[src/rtl/fp64_cmpsel_pkg.sv]
package fp64_cmpsel_pkg;

  typedef enum logic [2:0] {
    OP_EQ    = 3'd0,
    OP_LT    = 3'd1,
    OP_LE    = 3'd2,
    OP_MIN   = 3'd3,
    OP_MAX   = 3'd4,
    OP_SGNJ  = 3'd5,
    OP_SGNJN = 3'd6,
    OP_SGNJX = 3'd7
  } op_e;

  // Operand classification shared by the ordering and selection stages
  typedef struct packed {
    logic sign;
    logic is_zero;
    logic is_nan;
    logic is_snan;
  } cls_t;

endpackage

[src/rtl/fp64_cmpsel_classify.sv]
module fp64_cmpsel_classify
  import fp64_cmpsel_pkg::*;
#(
  parameter int EXP_W  = 11,
  parameter int FRAC_W = 52,
  localparam int W     = 1 + EXP_W + FRAC_W
) (
  input  logic [W-1:0] val,
  output cls_t         cls
);

  logic [EXP_W-1:0]  exp_f;
  logic [FRAC_W-1:0] frac_f;
  logic              exp_ones;
  logic              exp_none;
  logic              frac_none;

  assign exp_f     = val[W-2 -: EXP_W];
  assign frac_f    = val[FRAC_W-1:0];
  assign exp_ones  = &exp_f;
  assign exp_none  = ~|exp_f;
  assign frac_none = ~|frac_f;

  always_comb begin
    cls.sign    = val[W-1];
    cls.is_zero = exp_none & frac_none;
    cls.is_nan  = exp_ones & ~frac_none;
    cls.is_snan = exp_ones & ~frac_none & ~frac_f[FRAC_W-1];
  end

endmodule

[src/rtl/fp64_cmpsel_order.sv]
module fp64_cmpsel_order
  import fp64_cmpsel_pkg::*;
#(
  parameter int EXP_W  = 11,
  parameter int FRAC_W = 52,
  localparam int W     = 1 + EXP_W + FRAC_W
) (
  input  logic [W-1:0] a,
  input  logic [W-1:0] b,
  input  cls_t         ca,
  input  cls_t         cb,
  output logic         eq,
  output logic         lt,
  output logic         lt_tot
);

  logic mag_lt;
  logic mag_gt;
  logic unord;
  logic both_zero;

  // Magnitudes of binary64 values order like unsigned integers
  assign mag_lt    = a[W-2:0] < b[W-2:0];
  assign mag_gt    = a[W-2:0] > b[W-2:0];
  assign unord     = ca.is_nan | cb.is_nan;
  assign both_zero = ca.is_zero & cb.is_zero;

  always_comb begin
    eq = ~unord & ((a == b) | both_zero);
    lt = 1'b0;
    if (!unord && !both_zero) begin
      if (ca.sign) lt = ~cb.sign | mag_gt;
      else         lt = ~cb.sign & mag_lt;
    end
    // Total order used by min/max: -0 sorts below +0
    lt_tot = lt | (both_zero & ca.sign & ~cb.sign);
  end

endmodule

[src/rtl/fp64_cmpsel_select.sv]
module fp64_cmpsel_select
  import fp64_cmpsel_pkg::*;
#(
  parameter int EXP_W  = 11,
  parameter int FRAC_W = 52,
  localparam int W     = 1 + EXP_W + FRAC_W
) (
  input  logic [2:0]   op,
  input  logic [W-1:0] a,
  input  logic [W-1:0] b,
  input  cls_t         ca,
  input  cls_t         cb,
  input  logic         eq,
  input  logic         lt,
  input  logic         lt_tot,
  output logic [W-1:0] res,
  output logic         inv
);

  localparam logic [W-1:0] CANON_NAN =
    {1'b0, {EXP_W{1'b1}}, 1'b1, {(FRAC_W-1){1'b0}}};

  logic any_nan;
  logic any_snan;
  op_e  opc;

  assign any_nan  = ca.is_nan | cb.is_nan;
  assign any_snan = ca.is_snan | cb.is_snan;
  assign opc      = op_e'(op);

  always_comb begin
    res = '0;
    inv = 1'b0;
    unique case (opc)
      OP_EQ: begin
        res[0] = eq;
        inv    = any_snan;
      end
      OP_LT: begin
        res[0] = lt;
        inv    = any_nan;
      end
      OP_LE: begin
        res[0] = lt | eq;
        inv    = any_nan;
      end
      OP_MIN, OP_MAX: begin
        inv = any_snan;
        if (ca.is_nan && cb.is_nan) res = CANON_NAN;
        else if (ca.is_nan)         res = b;
        else if (cb.is_nan)         res = a;
        else if ((opc == OP_MIN) == lt_tot) res = a;
        else                        res = b;
      end
      OP_SGNJ:  res = {cb.sign, a[W-2:0]};
      OP_SGNJN: res = {~cb.sign, a[W-2:0]};
      OP_SGNJX: res = {ca.sign ^ cb.sign, a[W-2:0]};
      default:  res = '0;
    endcase
  end

endmodule

[src/rtl/fp64_cmpsel_outstage.sv]
module fp64_cmpsel_outstage #(
  parameter int DW      = 65,
  parameter bit REG_OUT = 1'b1
) (
  input  logic          clk,
  input  logic          rst_n,
  input  logic          in_valid,
  output logic          in_ready,
  input  logic [DW-1:0] in_data,
  output logic          out_valid,
  input  logic          out_ready,
  output logic [DW-1:0] out_data
);

  generate
    if (REG_OUT) begin : g_reg
      logic          vld_q;
      logic [DW-1:0] data_q;

      assign in_ready  = ~vld_q | out_ready;
      assign out_valid = vld_q;
      assign out_data  = data_q;

      always_ff @(posedge clk) begin
        if (!rst_n) begin
          vld_q <= 1'b0;
        end else if (in_ready) begin
          vld_q <= in_valid;
        end
      end

      always_ff @(posedge clk) begin
        if (in_ready && in_valid) data_q <= in_data;
      end

      AST_STALL_HOLDS: assert property (@(posedge clk) disable iff (!rst_n)
        out_valid && !out_ready |=> out_valid && $stable(out_data));
      AST_ACCEPT_NEXT: assert property (@(posedge clk) disable iff (!rst_n)
        in_valid && in_ready |=> out_valid);
      AST_RESET_IDLE: assert property (@(posedge clk)
        $rose(rst_n) |-> !out_valid);
    end else begin : g_pass
      assign in_ready  = out_ready;
      assign out_valid = in_valid;
      assign out_data  = in_data;
    end
  endgenerate

endmodule

[src/rtl/fp64_cmpsel.sv]
module fp64_cmpsel
  import fp64_cmpsel_pkg::*;
#(
  parameter int EXP_W   = 11,
  parameter int FRAC_W  = 52,
  parameter bit REG_OUT = 1'b1,
  localparam int W      = 1 + EXP_W + FRAC_W
) (
  input  logic         clk,
  input  logic         rst_n,
  input  logic         in_valid,
  output logic         in_ready,
  input  logic [2:0]   in_op,
  input  logic [W-1:0] in_a,
  input  logic [W-1:0] in_b,
  output logic         out_valid,
  input  logic         out_ready,
  output logic [W-1:0] out_result,
  output logic         out_invalid
);

  localparam logic [W-1:0] CANON_NAN =
    {1'b0, {EXP_W{1'b1}}, 1'b1, {(FRAC_W-1){1'b0}}};

  logic [W-1:0] opnd [2];
  cls_t         cls  [2];
  logic         eq, lt, lt_tot;
  logic [W-1:0] core_res;
  logic         core_inv;
  logic [W:0]   out_bus;

  assign opnd[0] = in_a;
  assign opnd[1] = in_b;

  for (genvar i = 0; i < 2; i++) begin : g_cls
    fp64_cmpsel_classify #(.EXP_W(EXP_W), .FRAC_W(FRAC_W)) u_cls (
      .val (opnd[i]),
      .cls (cls[i])
    );
  end

  fp64_cmpsel_order #(.EXP_W(EXP_W), .FRAC_W(FRAC_W)) u_order (
    .a      (in_a),
    .b      (in_b),
    .ca     (cls[0]),
    .cb     (cls[1]),
    .eq     (eq),
    .lt     (lt),
    .lt_tot (lt_tot)
  );

  fp64_cmpsel_select #(.EXP_W(EXP_W), .FRAC_W(FRAC_W)) u_select (
    .op     (in_op),
    .a      (in_a),
    .b      (in_b),
    .ca     (cls[0]),
    .cb     (cls[1]),
    .eq     (eq),
    .lt     (lt),
    .lt_tot (lt_tot),
    .res    (core_res),
    .inv    (core_inv)
  );

  fp64_cmpsel_outstage #(.DW(W + 1), .REG_OUT(REG_OUT)) u_out (
    .clk       (clk),
    .rst_n     (rst_n),
    .in_valid  (in_valid),
    .in_ready  (in_ready),
    .in_data   ({core_inv, core_res}),
    .out_valid (out_valid),
    .out_ready (out_ready),
    .out_data  (out_bus)
  );

  assign out_result  = out_bus[W-1:0];
  assign out_invalid = out_bus[W];

  AST_CMP_BIT_ONLY: assert property (@(posedge clk) disable iff (!rst_n)
    in_valid && in_op <= 3'd2 |-> core_res[W-1:1] == '0);
  AST_LT_EQ_EXCL: assert property (@(posedge clk) disable iff (!rst_n)
    in_valid |-> !(lt && eq));
  AST_ZERO_PAIR_EQ: assert property (@(posedge clk) disable iff (!rst_n)
    in_valid && cls[0].is_zero && cls[1].is_zero |-> eq && !lt);
  AST_NAN_UNORD: assert property (@(posedge clk) disable iff (!rst_n)
    in_valid && (cls[0].is_nan || cls[1].is_nan) |-> !eq && !lt);
  AST_DUAL_NAN_CANON: assert property (@(posedge clk) disable iff (!rst_n)
    in_valid && (in_op == 3'd3 || in_op == 3'd4) && cls[0].is_nan && cls[1].is_nan
    |-> core_res == CANON_NAN);
  AST_SGN_BODY_KEPT: assert property (@(posedge clk) disable iff (!rst_n)
    in_valid && in_op >= 3'd5 |-> core_res[W-2:0] == in_a[W-2:0] && !core_inv);

endmodule

[config.mk]
export PLATFORM = sky130hd
export DESIGN_NAME = fp64_cmpsel
export DESIGN_NICKNAME = d
export VERILOG_FILES = /design/src/rtl/fp64_cmpsel_pkg.sv /design/src/rtl/fp64_cmpsel_classify.sv /design/src/rtl/fp64_cmpsel_order.sv /design/src/rtl/fp64_cmpsel_select.sv /design/src/rtl/fp64_cmpsel_outstage.sv /design/src/rtl/fp64_cmpsel.sv
export SDC_FILE = /design/constraint.sdc
export NUM_CORES = 1
export LEC_CHECK = 0
export ABC_AREA = 1
export ABC_CLOCK_PERIOD_IN_PS = 4800
export BUFFER_PORTS_ARGS = -buffer_cell sky130_fd_sc_hd__buf_2
export CAP_MARGIN = 20
export CORE_AREA = 10 10 95 159
export DETAILED_ROUTE_END_ITERATION = 8
export DIE_AREA = 0 0 105 169
export GPL_ROUTABILITY_DRIVEN = 0
export PLACE_DENSITY = 0.86
export SETUP_SLACK_MARGIN = 0.4
export SLEW_MARGIN = 20
export SYNTH_ARGS = -nofsm -noshare
export SYNTH_HDL_FRONTEND = slang
export SYNTH_HIERARCHICAL = 1
export SYNTH_SLANG_ARGS = --single-unit
[constraint.sdc]
create_clock -name clk -period 4.8 [get_ports clk]
set_input_delay 1.44 -clock clk [delete_from_list [all_inputs] [get_ports clk]]
set_output_delay 1.44 -clock clk [all_outputs]
set_load 0.03 [all_outputs]
# After elaboration in Yosys (flattened, before gate mapping)
# Cells that the tools add are included.
# Widths: inputs -> output; s select.
[totals] regBits=66
[op_classes] muxes=9 eq_ne=9 n_reduce_logical=20 order_cmp=2 bitwise=24
[op_table] operator="$mux 64" n=4
[op_table] operator="$pmux 63 s4" n=1
[op_table] operator="$reduce_or 52->1" n=2
[op_table] operator="$eq 64x64->1" n=1
[op_table] operator="$gt 63x63->1" n=1
[op_table] operator="$lt 63x63->1" n=1
[op_table] operator="$reduce_and 11->1" n=2
[op_table] operator="$reduce_or 11->1" n=2
[op_table] operator="$eq 3x3->1 const B" n=4
[op_table] operator="$and 1x1->1" n=11
[op_table] operator="$or 1x1->1" n=7
[op_table] operator="$eq 3x2->1 const B" n=2
[op_table] operator="$logic_not 1->1" n=6
[op_table] operator="$reduce_or 3->1" n=2
[op_table] operator="$not 1->1" n=5
[op_table] operator="$pmux 1 s5" n=1
[op_table] operator="$reduce_or 2->1" n=2
[op_table] operator="$eq 3x1->1 const B" n=1
[op_table] operator="$logic_and 1x1->1" n=3
[op_table] operator="$logic_not 3->1" n=1
[op_table] operator="$mux 1" n=2
[op_table] operator="$pmux 1 s2" n=1
[op_table] operator="$eq 1x1->1" n=1
[op_table] operator="$xor 1x1->1" n=1

# Logic depth before layout (Yosys ltp)
# Gate-level depths: netlist of the first run.
[depth] ltp_word=14 mapped_depth=25 ltp_nobuf=24

# Hierarchy
# The synthesis of the first run kept the hierarchy.
[modules_own_cells] module="fp64_cmpsel_outstage" instances=1 cells_per_inst=72 area_each_um2=2003.2 seq_area_each_um2=1971.9
[modules_own_cells] module="fp64_cmpsel_order" instances=1 cells_per_inst=335 area_each_um2=1946.9 seq_area_each_um2=0.0
[modules_own_cells] module="fp64_cmpsel_select" instances=1 cells_per_inst=251 area_each_um2=1103.6 seq_area_each_um2=0.0
[modules_own_cells] module="fp64_cmpsel_classify" instances=2 cells_per_inst=63 area_each_um2=264.0 seq_area_each_um2=0.0

# Worst setup path before layout of the first run
# OpenSTA, ideal clock, no wires.
[synth_timing] path_type="in2reg" start="input port in_valid" end="register u_out.g_reg.data_q[0] (netlist: u_out/out_data[0]) (enable)" setup_slack_ps=-361 t_arrival_ps=4651 path_stages=2 setup_time_ps=509 cell_sequence="inv_1 a21oi_1"
[synth_between] elab_chain_len=1
[synth_rtl] item="from (decl)" line_no="fp64_cmpsel.sv:11" rtl="input logic in_valid,"
[synth_rtl] item="$logic_and 1x1->1" line_no="fp64_cmpsel_outstage.sv:33" rtl="if (in_ready && in_valid) data_q <= in_data;"
[synth_rtl] item="to (signal assigned)" line_no="fp64_cmpsel_outstage.sv:33"
[synth_rtl] item="to (decl)" line_no="fp64_cmpsel_outstage.sv:18" rtl="logic [DW-1:0] data_q;"
# Every way passes these cells.
# A chain may end at the register's enable or synchronous reset.

# Final worst setup path of the first run
[layout_timing] start="input port in_b[34]" end="register u_out.g_reg.data_q[17] (netlist: u_out/out_data[17]) (data pin)"
[layout_between] elab_chain_len=14 elab_cells_between_ends=25 cone_classes="order compare (2); eq/ne (1); mux (7); bitwise (9); reduce/logical (6)"
[layout_rtl] item="from (decl)" line_no="fp64_cmpsel.sv:15" rtl="input logic [W-1:0] in_b,"
[layout_rtl] item="branches (longest 7 deep; another with $lt 63x63->1)"
[layout_rtl] item="$or 1x1->1 *" line_no="fp64_cmpsel_order.sv:36" rtl="lt_tot = lt | (both_zero & ca.sign & ~cb.sign);"
[layout_rtl] item="net lt_tot" line_no="fp64_cmpsel.sv:27" rtl="logic eq, lt, lt_tot;"
[layout_rtl] item="$eq 1x1->1 *" line_no="fp64_cmpsel_select.sv:52" rtl="else if ((opc == OP_MIN) == lt_tot) res = a;"
[layout_rtl] item="$mux 64 *" line_no="fp64_cmpsel_select.sv:52"
[layout_rtl] item="$mux 64 *" line_no="fp64_cmpsel_select.sv:51" rtl="else if (cb.is_nan) res = a;"
[layout_rtl] item="$mux 64 *" line_no="fp64_cmpsel_select.sv:50" rtl="else if (ca.is_nan) res = b;"
[layout_rtl] item="$mux 64 *" line_no="fp64_cmpsel_select.sv:49" rtl="if (ca.is_nan && cb.is_nan) res = CANON_NAN;"
[layout_rtl] item="$pmux 63 s4 *" line_no="fp64_cmpsel_select.sv:34" rtl="unique case (opc)"
[layout_rtl] item="net core_res[17]" line_no="fp64_cmpsel.sv:28" rtl="logic [W-1:0] core_res;"
# Mark *: on every way through the listed nets, which the timed path passes.

==> results_dict.tcl, run 1 <==
set metrics [dict create \
    status "complete, no violations" \
    hpwl_um 14500 \
    tns_ns 0 \
    clk_latency_ns 0.33 \
    grt_pass1_vias 6152 \
    cts_tree "yes" \
    synthSimpleGateAreaFrac_pct 35.6 \
    rsz0062_at_grt "false" \
    slew_headroom_pct 39.6 \
    end_kind "flip-flop" \
    die_area_mm2 0.0177 \
    worst_r2r_endpoint "u_out/out_data[64]" \
    areaGrowthSynthToFinish_pct 27.6 \
    clk_pin_slew_ns 0.06 \
    root_buffer "clkbuf_16" \
    ys_ff_latch 66 \
    synth_edf_count 65 \
    critPathRequiredTime_ns 5.00 \
    synth_area_leader_cell "edfxtp_1" \
    startpoint_type "input pin" \
    worst-setup-path-type "in -> reg" \
    crit_end "u_out/out_data[17]" \
    hold_buffers 0 \
    synthAdderAreaFrac_pct 14.1 \
    hold_violations 0 \
    syn_inst 784 \
    ys_top_cells_by_area "edfxtp_1, nand2_1, ha_1" \
    period_needed_ns 4.03 \
    synth_async_sr_flop_share_pct 0 \
    dr.first_iter.drc_count 334 \
    cts.path.max_buffers 2 \
    grt_max_degree 66 \
    yosys_warnings 6 \
    die_h_um 169 \
    vias 5927 \
    gr-usage-all-layers_pct 20.1 \
    final_max_slew_viol_count 0 \
    start_util_pct 44.9 \
    antenna_found_initial 3 \
    synth_top_family_by_area "simple AND/OR/NAND/NOR gates" \
    startpoint "in_b[34]" \
    power_mw 2.10 \
    numCtsBuffers 9 \
    synthTopCellsByCount "nand2_1, inv_1, nor2_1" \
    r2r-start "u_out/out_valid" \
    htreeDepth 3 \
    fmax_mhz 248 \
    postRouteAntennaNets 0 \
    finalCritPeriodShare_pct 83.9 \
    coreArea_mm2 0.0124 \
    synth_top_area_share_pct 35.0 \
    fin_skew_ns 0.00397 \
    cts_sinks 66 \
    portBuffers 201 \
    cts_setup_buffers 0 \
    die_w_um 105 \
    p_per_area_mw_per_mm2 295 \
    synth_top_flop_cell "edfxtp_1" \
    ctsResizeCount 0 \
    worst_pin_slew_ns 0.906 \
    rows 54 \
    cp.arrival_ns 4.23 \
    synthDistinctLibCells 33 \
    syn_area_per_cell_um2 7.12 \
    path_max_fanout 24 \
    synth_area_mm2 0.00558 \
    overflow 0 \
    num_io_pins 202 \
    drv_cap 0 \
    wl_per_cell_um 15.7 \
    synth-compound-area-share_pct 5.16 \
    peakVddDrop_mv 0.168 \
    synth_seq_area_share_pct 35.3 \
    hp-class "reg -> reg" \
    synthMuxAreaShare_pct 0 \
    reg2reg_slack_ns 3.18 \
    synth.most_common_cell "nand2_1" \
    syn-num-nets 982 \
    drc 0 \
    dr.pass1.iters 5 \
    leakage_nw 3.87 \
    finalSetupViolations 0 \
    nets 1181 \
    synth_xor_xnor_area_share_pct 0.157 \
    holdWs_ns 0.539 \
    ff2ff_path_depth 2 \
    wl_um 18200 \
    routed_via_density 5.12 \
    drive_above_1_share_pct 26.4 \
    grt_pass1_wl_um 29000 \
]
layer usage:
| layer | track usage, % | wire (um) |
|---|---|---|
| met5 | 0 | 13 |
| met4 | 11.4 | 777 |
| met3 | 5.48 | 1380 |
| met2 | 37.6 | 9740 |
| met1 | 19.0 | 6290 |
stage by stage:
step	setup WS, ns	cells	utilization [%]	instance area [um2]
floorplan	0.992	784	-	5590
global placement	0.453	1139	54.3	6760
detailed placement	0.378	1139	54.3	6760
CTS	0.699	1155	57.2	7110
global route	0.488	1157	57.3	7120
finish	0.770	1158	57.3	7120
flip-flops by register name, indices dropped and copies added (netlist names):
register	cells
u_out/out_data	65
u_out/out_valid	1
critical path, cell delays in order:
cell,delay [ns]
buf_2,0.11
inv_1,0.05
ha_1,0.28
nand2_1,0.07
inv_2,0.05
nand3_1,0.06
nor3_1,0.20
nand2_2,0.10
nor3_2,0.11
nand2_1,0.08
nand2_2,0.06
nand2_1,0.05
nand2_1,0.05
nand2_1,0.06
nand2_1,0.08
nand4_1,0.12
nand3_2,0.14
nand2_2,0.11
o21ai_4,0.44
buf_4,0.37
nand2_1,0.10
nand2_1,0.07
cell type report:
type,instances,area (um2)
fill,1188,5310
timing repair buffer,207,1060
clock buffer,10,239
multi-input combinational,585,3090
inverter,114,428
sequential,66,1970
clock inverter,6,113
antenna,2,5.00
tap,168,210
cells in the final DEF (no fill, tap or decap), types with 4 or more instances in the layout:
cell type and n:
inv_1 104, inv_2 10, buf_2 201, o21ai_0 19, nand3_1 65, edfxtp_1 65, clkbuf_16 9, nor2_2 6
nand2_1 267, ha_1 63, a21oi_1 25, nand2_2 7, nand4_1 8, nor2_1 93, nor4_1 4, buf_4 5
kinds of logic after synthesis:
group,after synthesis
simple gates,468
buf+inv,134
flops,66
fa+ha+maj,63
compound gates,52
xor+xnor,1
worst min-delay path by stage:
stage | start | cells after the start | endpoint
CTS | u_out/out_valid | 2 | u_out/out_valid
finish | u_out/out_valid | 2 | u_out/out_valid
global route | u_out/out_valid | 2 | u_out/out_valid
global placement | u_out/out_valid | 2 | u_out/out_valid
detailed placement | u_out/out_valid | 2 | u_out/out_valid
floorplan | u_out/out_valid | 2 | u_out/out_valid
power by group:
group | leakage (nW) | switching (mW) | internal (mW)
Clock | 0.173 | 0.257 | 0.523
Sequential | 0.652 | 0.0124 | 0.708
Combinational | 3.04 | 0.408 | 0.190
Total | 3.87 | 0.678 | 1.42
Note: power is estimated with default switching activity, not from simulation.
==> inputs of run 2 (changes only) <==
Settings changed: ABC_AREA 1 to 0, ABC_CLOCK_PERIOD_IN_PS 4800 to 3450, CORE_AREA 10 10 95 159 to 10 10 93 157, DIE_AREA 0 0 105 169 to 0 0 103 167.
Clock period 4.8 ns to 3.45 ns, I/O delays scaled along.
==> run 2 against run 1 <==
  * The run now ends with negative setup slack left
  * Routed wire length rose by 26%
  * Sequential share of layout area fell by 5.1 points
  * Worst setup slack worse by 1.5 ns
  * Sequential power is 38% higher
  * Synthesized cell count fell by 34%
  * Die area decreased by 3.1%
  * Worst hold slack got worse by 0.035 ns
  * Total power rose by 46%
  * Final cell count fell by 16%
  * Area after synthesis shrank 5.6%
  * Critical endpoint is now u_out/out_data[24]
  * Largest cell class unchanged
  * Combinational power up 89%
==> results_dict.tcl, run 2 <==
set metrics [dict create \
    routed_via_density 6.01 \
    grt_pass1_vias 5974 \
    gr-usage-all-layers_pct 22.7 \
    synthTopCellsByCount "inv_1, edfxtp_1, ha_1" \
    vias 5879 \
    met3_usage_pct 5.43 \
    drive_above_1_share_pct 60.1 \
    period_needed_ns 4.14 \
    top_usage_layer "met2" \
    slowest_delay_ns 0.44 \
    path_buf_inv 6 \
    yosys_warnings 6 \
    nets 1033 \
    hpwl_um 15900 \
    portBuffers 201 \
    synth_edf_count 65 \
    final_cell_mix "buf_2, buf_4, edfxtp_1, inv_1, a22o_2" \
    layout_commonest_cell "buf_2" \
    p_per_area_mw_per_mm2 350 \
    startpoint_type "input pin" \
    grt_pass1_wl_um 30500 \
    place_ws_ns -0.869 \
    cpMostUsedCell "buf_6" \
    synth_seq_area_share_pct 37.4 \
    final_core_util_pct 73.2 \
    end_kind "flip-flop" \
    final_max_slew_viol_count 0 \
    postRouteAntennaNets 0 \
    clk_latency_ns 0.33 \
    htreeDepth 3 \
    grt_use_met2_pct 41.8 \
    ys_top_cells_by_area "edfxtp_1, ha_1, a22o_2" \
    leakage_nw 3.94 \
    hold_violations 0 \
    tns_ns -41.16 \
    cpMaxStageDelayCell "a2111oi_4" \
    critPathTopFamily "compound AO/OA/AOI/OAI gates" \
    synth_xor_xnor_area_share_pct 0.333 \
    drc 0 \
    worst-setup-path-type "in -> reg" \
    drv_cap 0 \
    fmax_mhz 241 \
    synth_area_leader_cell "edfxtp_1" \
    synth_area_mm2 0.00527 \
    die_h_um 167 \
    synth_top_flop_cell "edfxtp_1" \
    path_max_fanout 8 \
    path_cells "buf_2 > inv_1 > ha_1 > a21oi_1 > o21ai_1 > a221oi_2 > o22ai_2 > a2111oi_4 > nand2b_4 > o22ai_4 > buf_6 > buf_6 > nor2_4 > a221oi_4 > buf_6 > clkbuf_16 > a22o_2" \
    cts.path.max_buffers 2 \
    violations "negative setup slack" \
    synthDistinctLibCells 61 \
    cp.arrival_ns 4.23 \
    synth_async_sr_flop_share_pct 0 \
    synth_top_family_by_area "compound AO/OA/AOI/OAI gates" \
    dr.first_iter.drc_count 434 \
    areaGrowthSynthToFinish_pct 65.8 \
    synthSimpleGateAreaFrac_pct 17.0 \
    cts_sinks 66 \
    worst_slack_ns -0.693 \
    cts_tree "yes" \
    finalCritPeriodShare_pct 120 \
    root_buffer "clkbuf_16" \
    synthAdderAreaFrac_pct 15.0 \
    slew_headroom_pct 37.2 \
    syn_inst 520 \
    wl_um 22900 \
    die_area_mm2 0.0172 \
    clk_pin_slew_ns 0.06 \
    peakVddDrop_mv 0.211 \
    worst_pin_slew_ns 0.942 \
    hold_buffers 0 \
    fin_skew_ns 0.00552 \
    synth.most_common_cell "inv_1" \
    dr.pass1.iters 6 \
    numCtsBuffers 9 \
    start_util_pct 44.1 \
    ys_ff_latch 66 \
    antenna_found_initial 1 \
    grt_max_degree 66 \
    synthMuxAreaShare_pct 0.190 \
    syn-num-nets 718 \
    finalSetupViolations 64 \
    wl_per_cell_um 23.4 \
    hp-class "reg -> reg" \
    largest_register_ffs 65 \
    syn_area_per_cell_um2 10.1 \
    critPathRequiredTime_ns 3.54 \
    rows 53 \
    status "finished, violations left" \
    gr-usage-met1_pct 22.6 \
    coreArea_mm2 0.0119 \
    overflow 0 \
    rsz0062_at_grt "true" \
    die_w_um 103 \
    synth_top_area_share_pct 37.1 \
    synth-compound-area-share_pct 22.0 \
    num_io_pins 202 \
]
[run 2: changes by cell type in the layout (fill, tap and decap cells not counted), sizes merged, moves of 40 or more]
cell,previous run,this run
a22o,0,50
nand3,67,9
inv,115,75
nor2,101,19
nand2,274,25
buf,207,320
[run 2: per-stage QoR]
| step | std cells | total power [mW] | hold WS, ns | area [um2] |
|---|---|---|---|---|
| 3_5_place_dp | 939 | 1.93 | 0.499 | 7500 |
| 2_1_floorplan | 520 | 1.54 | 0.706 | 5670 |
| 3_3_place_gp | 939 | 1.90 | 0.486 | 7500 |
| 6_report | 978 | 3.06 | 0.504 | 8730 |
| 4_1_cts | 961 | 2.92 | 0.507 | 8200 |
| 5_1_grt | 978 | 3.16 | 0.543 | 8730 |
[run 2: cell families (layout without fill, tap and decap cells)]
family / after synthesis / in the layout
xor gates and xnor gates: 2 / 2
other: 0 / 1
buffers and inverters: 96 / 416
DFF: 66 / 66
adders and majority gates: 63 / 63
AOI/OAI and AO/OA: 145 / 145
and+or+nand+nor: 147 / 147
muxes: 1 / 1
[run 2: area by class of cell]
cell class,instances,area [um2]
clock inverters,3,40.0
fillers,782,3200
inverters,75,307
well taps,137,171
multi-input cells,358,3790
clock buffers,13,250
diodes,1,2.50
repair buffers,325,2200
flip-flops and latches,66,1970
[run 2: path summary, 6_finish.rpt]
kind	from	to	slack, ns	cells past startpoint
worst max-delay path	in_b[34]	u_out/out_data[24]	-0.69	17
worst min-delay path	u_out/out_valid	u_out/out_valid	0.50	2
worst max register to register	u_out/out_valid	u_out/out_data[1]	1.86	2
worst min register to register	u_out/out_valid	u_out/out_valid	0.50	2
[run 2: timing repair]
action / CTS / global route
endpoints found under the setup margin: 65 / 65
pin swaps: 2 / 17
cloned: 3 / 7
buffers inserted: 3 / 9
resized for setup: 61 / 52
endpoints found under the hold margin: 0 / 0
[run 2: per-layer routing]
metal	vias to the layer above	wire length [um]
li1	2650	-
met1	2791	7570
met2	350	12200
met3	88	1880
met4	0	1220
met5	-	0
[run 2: where the power goes]
| group | leakage, nW | total (mW) | switching (mW) | internal (mW) |
|---|---|---|---|---|
| sequential | 0.657 | 0.994 | 0.0191 | 0.975 |
| combinational | 3.14 | 1.13 | 0.627 | 0.507 |
| clock | 0.144 | 0.928 | 0.350 | 0.578 |
[run 2: worst min-delay path, stage by stage (launching register included)]
cell and delay, ns:
dfxtp_1 0.33, nand2b_4 0.08, a21boi_2 0.05
==> inputs of run 3 (changes only) <==
Settings changed: CORE_AREA 10 10 93 157 to 10 10 165 90, DIE_AREA 0 0 103 167 to 0 0 175 100.
==> run 3 against run 2 <==
  * The flow still finishes with violations (negative setup slack)
  * Routed wire length is 2.8% higher
  * Die area is 1.7% higher
  * Critical endpoint is now u_out/out_data[15]
  * Sequential power hardly changed
  * Critical path type unchanged
  * Global-route usage is 1.3 points higher
  * Critical path depth is 1 lower
  * Register-to-register slack worse by 0.02 ns
==> results_dict.tcl, run 3 (same netlist as run 2, synthesis figures left out) <==
set metrics [dict create \
    clk_latency_ns 0.34 \
    vias 6037 \
    finalCritPeriodShare_pct 117 \
    wl_per_cell_um 22.9 \
    worst-setup-path-type "in -> reg" \
    largest_register_ffs 65 \
    peakVddDrop_mv 0.181 \
    grt_max_degree 66 \
    holdPathStages 2 \
    intPower_mw 2.13 \
    hold_buffers 0 \
    die_area_mm2 0.0175 \
    dpl.cell_count 986 \
    end_kind "flip-flop" \
    layout_commonest_cell "buf_2" \
    switchingPower_mw 1.02 \
    cp.arrival_ns 4.12 \
    power_frac_clock_pct 31.4 \
    status "finished, violations left" \
    routed_via_density 5.88 \
    drc 0 \
    place_ws_ns -0.953 \
    final_core_util_pct 73.9 \
    grt_pass1_vias 6018 \
    p_seq_share_pct 31.6 \
    die_w_um 175 \
    dr.first_iter.drc_count 644 \
    fmax_mhz 248 \
    root_buffer "clkbuf_16" \
    power_mw 3.15 \
    rows 29 \
    final_max_slew_viol_count 0 \
    postRouteAntennaNets 0 \
    hold_violations 0 \
    path_max_fanout 7 \
    clk_pin_slew_ns 0.06 \
    period_needed_ns 4.04 \
    start_util_pct 43.2 \
    final_cell_mix "buf_2, buf_4, edfxtp_1, inv_1, ha_1" \
    p_per_area_mw_per_mm2 350 \
    critPathRequiredTime_ns 3.53 \
    drv_cap 0 \
    coreArea_mm2 0.0122 \
    grt_pass1_wl_um 33500 \
    place_area_mm2 0.00766 \
    switching_share_pct 32.3 \
    slew_headroom_pct 33.2 \
    dr.pass1.iters 5 \
    cts.path.max_buffers 2 \
    overflow 0 \
    cts_sinks 66 \
    cts_tree "yes" \
    drive_above_1_share_pct 61.4 \
    finalSetupViolations 64 \
    fin_area_mm2 0.00900 \
    violations "negative setup slack" \
    areaGrowthSynthToFinish_pct 70.9 \
    tns_ns -34.62 \
    hpwl_um 16600 \
    hp-class "reg -> reg" \
    ff2ff_path_depth 2 \
    p_comb_share_pct 37.0 \
    antenna_found_initial 1 \
    num_io_pins 202 \
    worst_pin_slew_ns 0.998 \
    numCtsBuffers 9 \
    die_h_um 100 \
    holdWs_ns 0.508 \
    fin_skew_ns 0.00603 \
    layoutNonFillerInstCount 1026 \
    nets 1048 \
    leakage_nw 4.05 \
    gr-usage-all-layers_pct 24.0 \
    htreeDepth 3 \
    rsz0062_at_grt "true" \
    portBuffers 201 \
    worst_slack_ns -0.590 \
    startpoint_type "input pin" \
    wl_um 23500 \
]
[run 3: worst paths after layout]
kind | start | endpoint | slack (ns)
worst max-delay path | in_a[49] | u_out/out_data[15] | -0.59
worst min-delay path | u_out/out_valid | u_out/out_valid | 0.51
worst max register to register | u_out/out_valid | u_out/out_data[56] | 1.84
worst min register to register | u_out/out_valid | u_out/out_valid | 0.51
[run 3: final cells by class]
class                           count  area (um2)
Sequential cell                    66        1970
Fill cell                         814        3190
Multi-Input combinational cell    359        3810
Clock buffer                       11         233
Antenna cell                        1        2.50
Tap cell                          170         213
Inverter                           75         307
Clock inverter                      5        78.8
Timing Repair Buffer              339        2390
[run 3: layer usage]
| metal | routed length, um | up-vias | track usage [%] |
|---|---|---|---|
| li1 | - | 2690 | - |
| met1 | 10100 | 2904 | 31.9 |
| met2 | 10300 | 402 | 37.4 |
| met3 | 2710 | 41 | 7.72 |
| met4 | 394 | 0 | 5.38 |
| met5 | 0 | - | 0 |
[run 3: worst max-delay path, cell delays in order]
cell and delay (ns):
buf_2 0.11, buf_4 0.14, ha_4 0.26, nand4_1 0.15
nor4_4 0.41, and3_4 0.27, a2bb2oi_4 0.20, a2111oi_4 0.07
a22oi_2 0.26, o22ai_4 0.11, buf_6 0.14, nor2_4 0.09
a21oi_2 0.07, o221a_4 0.35, clkbuf_16 0.20, a22o_2 0.26
[run 3: power by group through the flow]
| stage | registers (mW) | clock network [mW] | logic [mW] |
|---|---|---|---|
| floorplan | 1.15 | 0 | 0.383 |
| global placement | 1.01 | 0 | 0.904 |
| detailed placement | 1.01 | 0 | 0.931 |
| CTS | 0.995 | 0.994 | 1.06 |
| global route | 1.00 | 1.03 | 1.23 |
| finish | 0.995 | 0.991 | 1.17 |
[run 3: what timing repair did]
action,CTS,global route
setup endpoints to repair,65,65
endpoints found under the hold margin,0,0
gates resized for setup,90,41
pin swaps,26,21
cloned,5,5
setup buffers,12,1
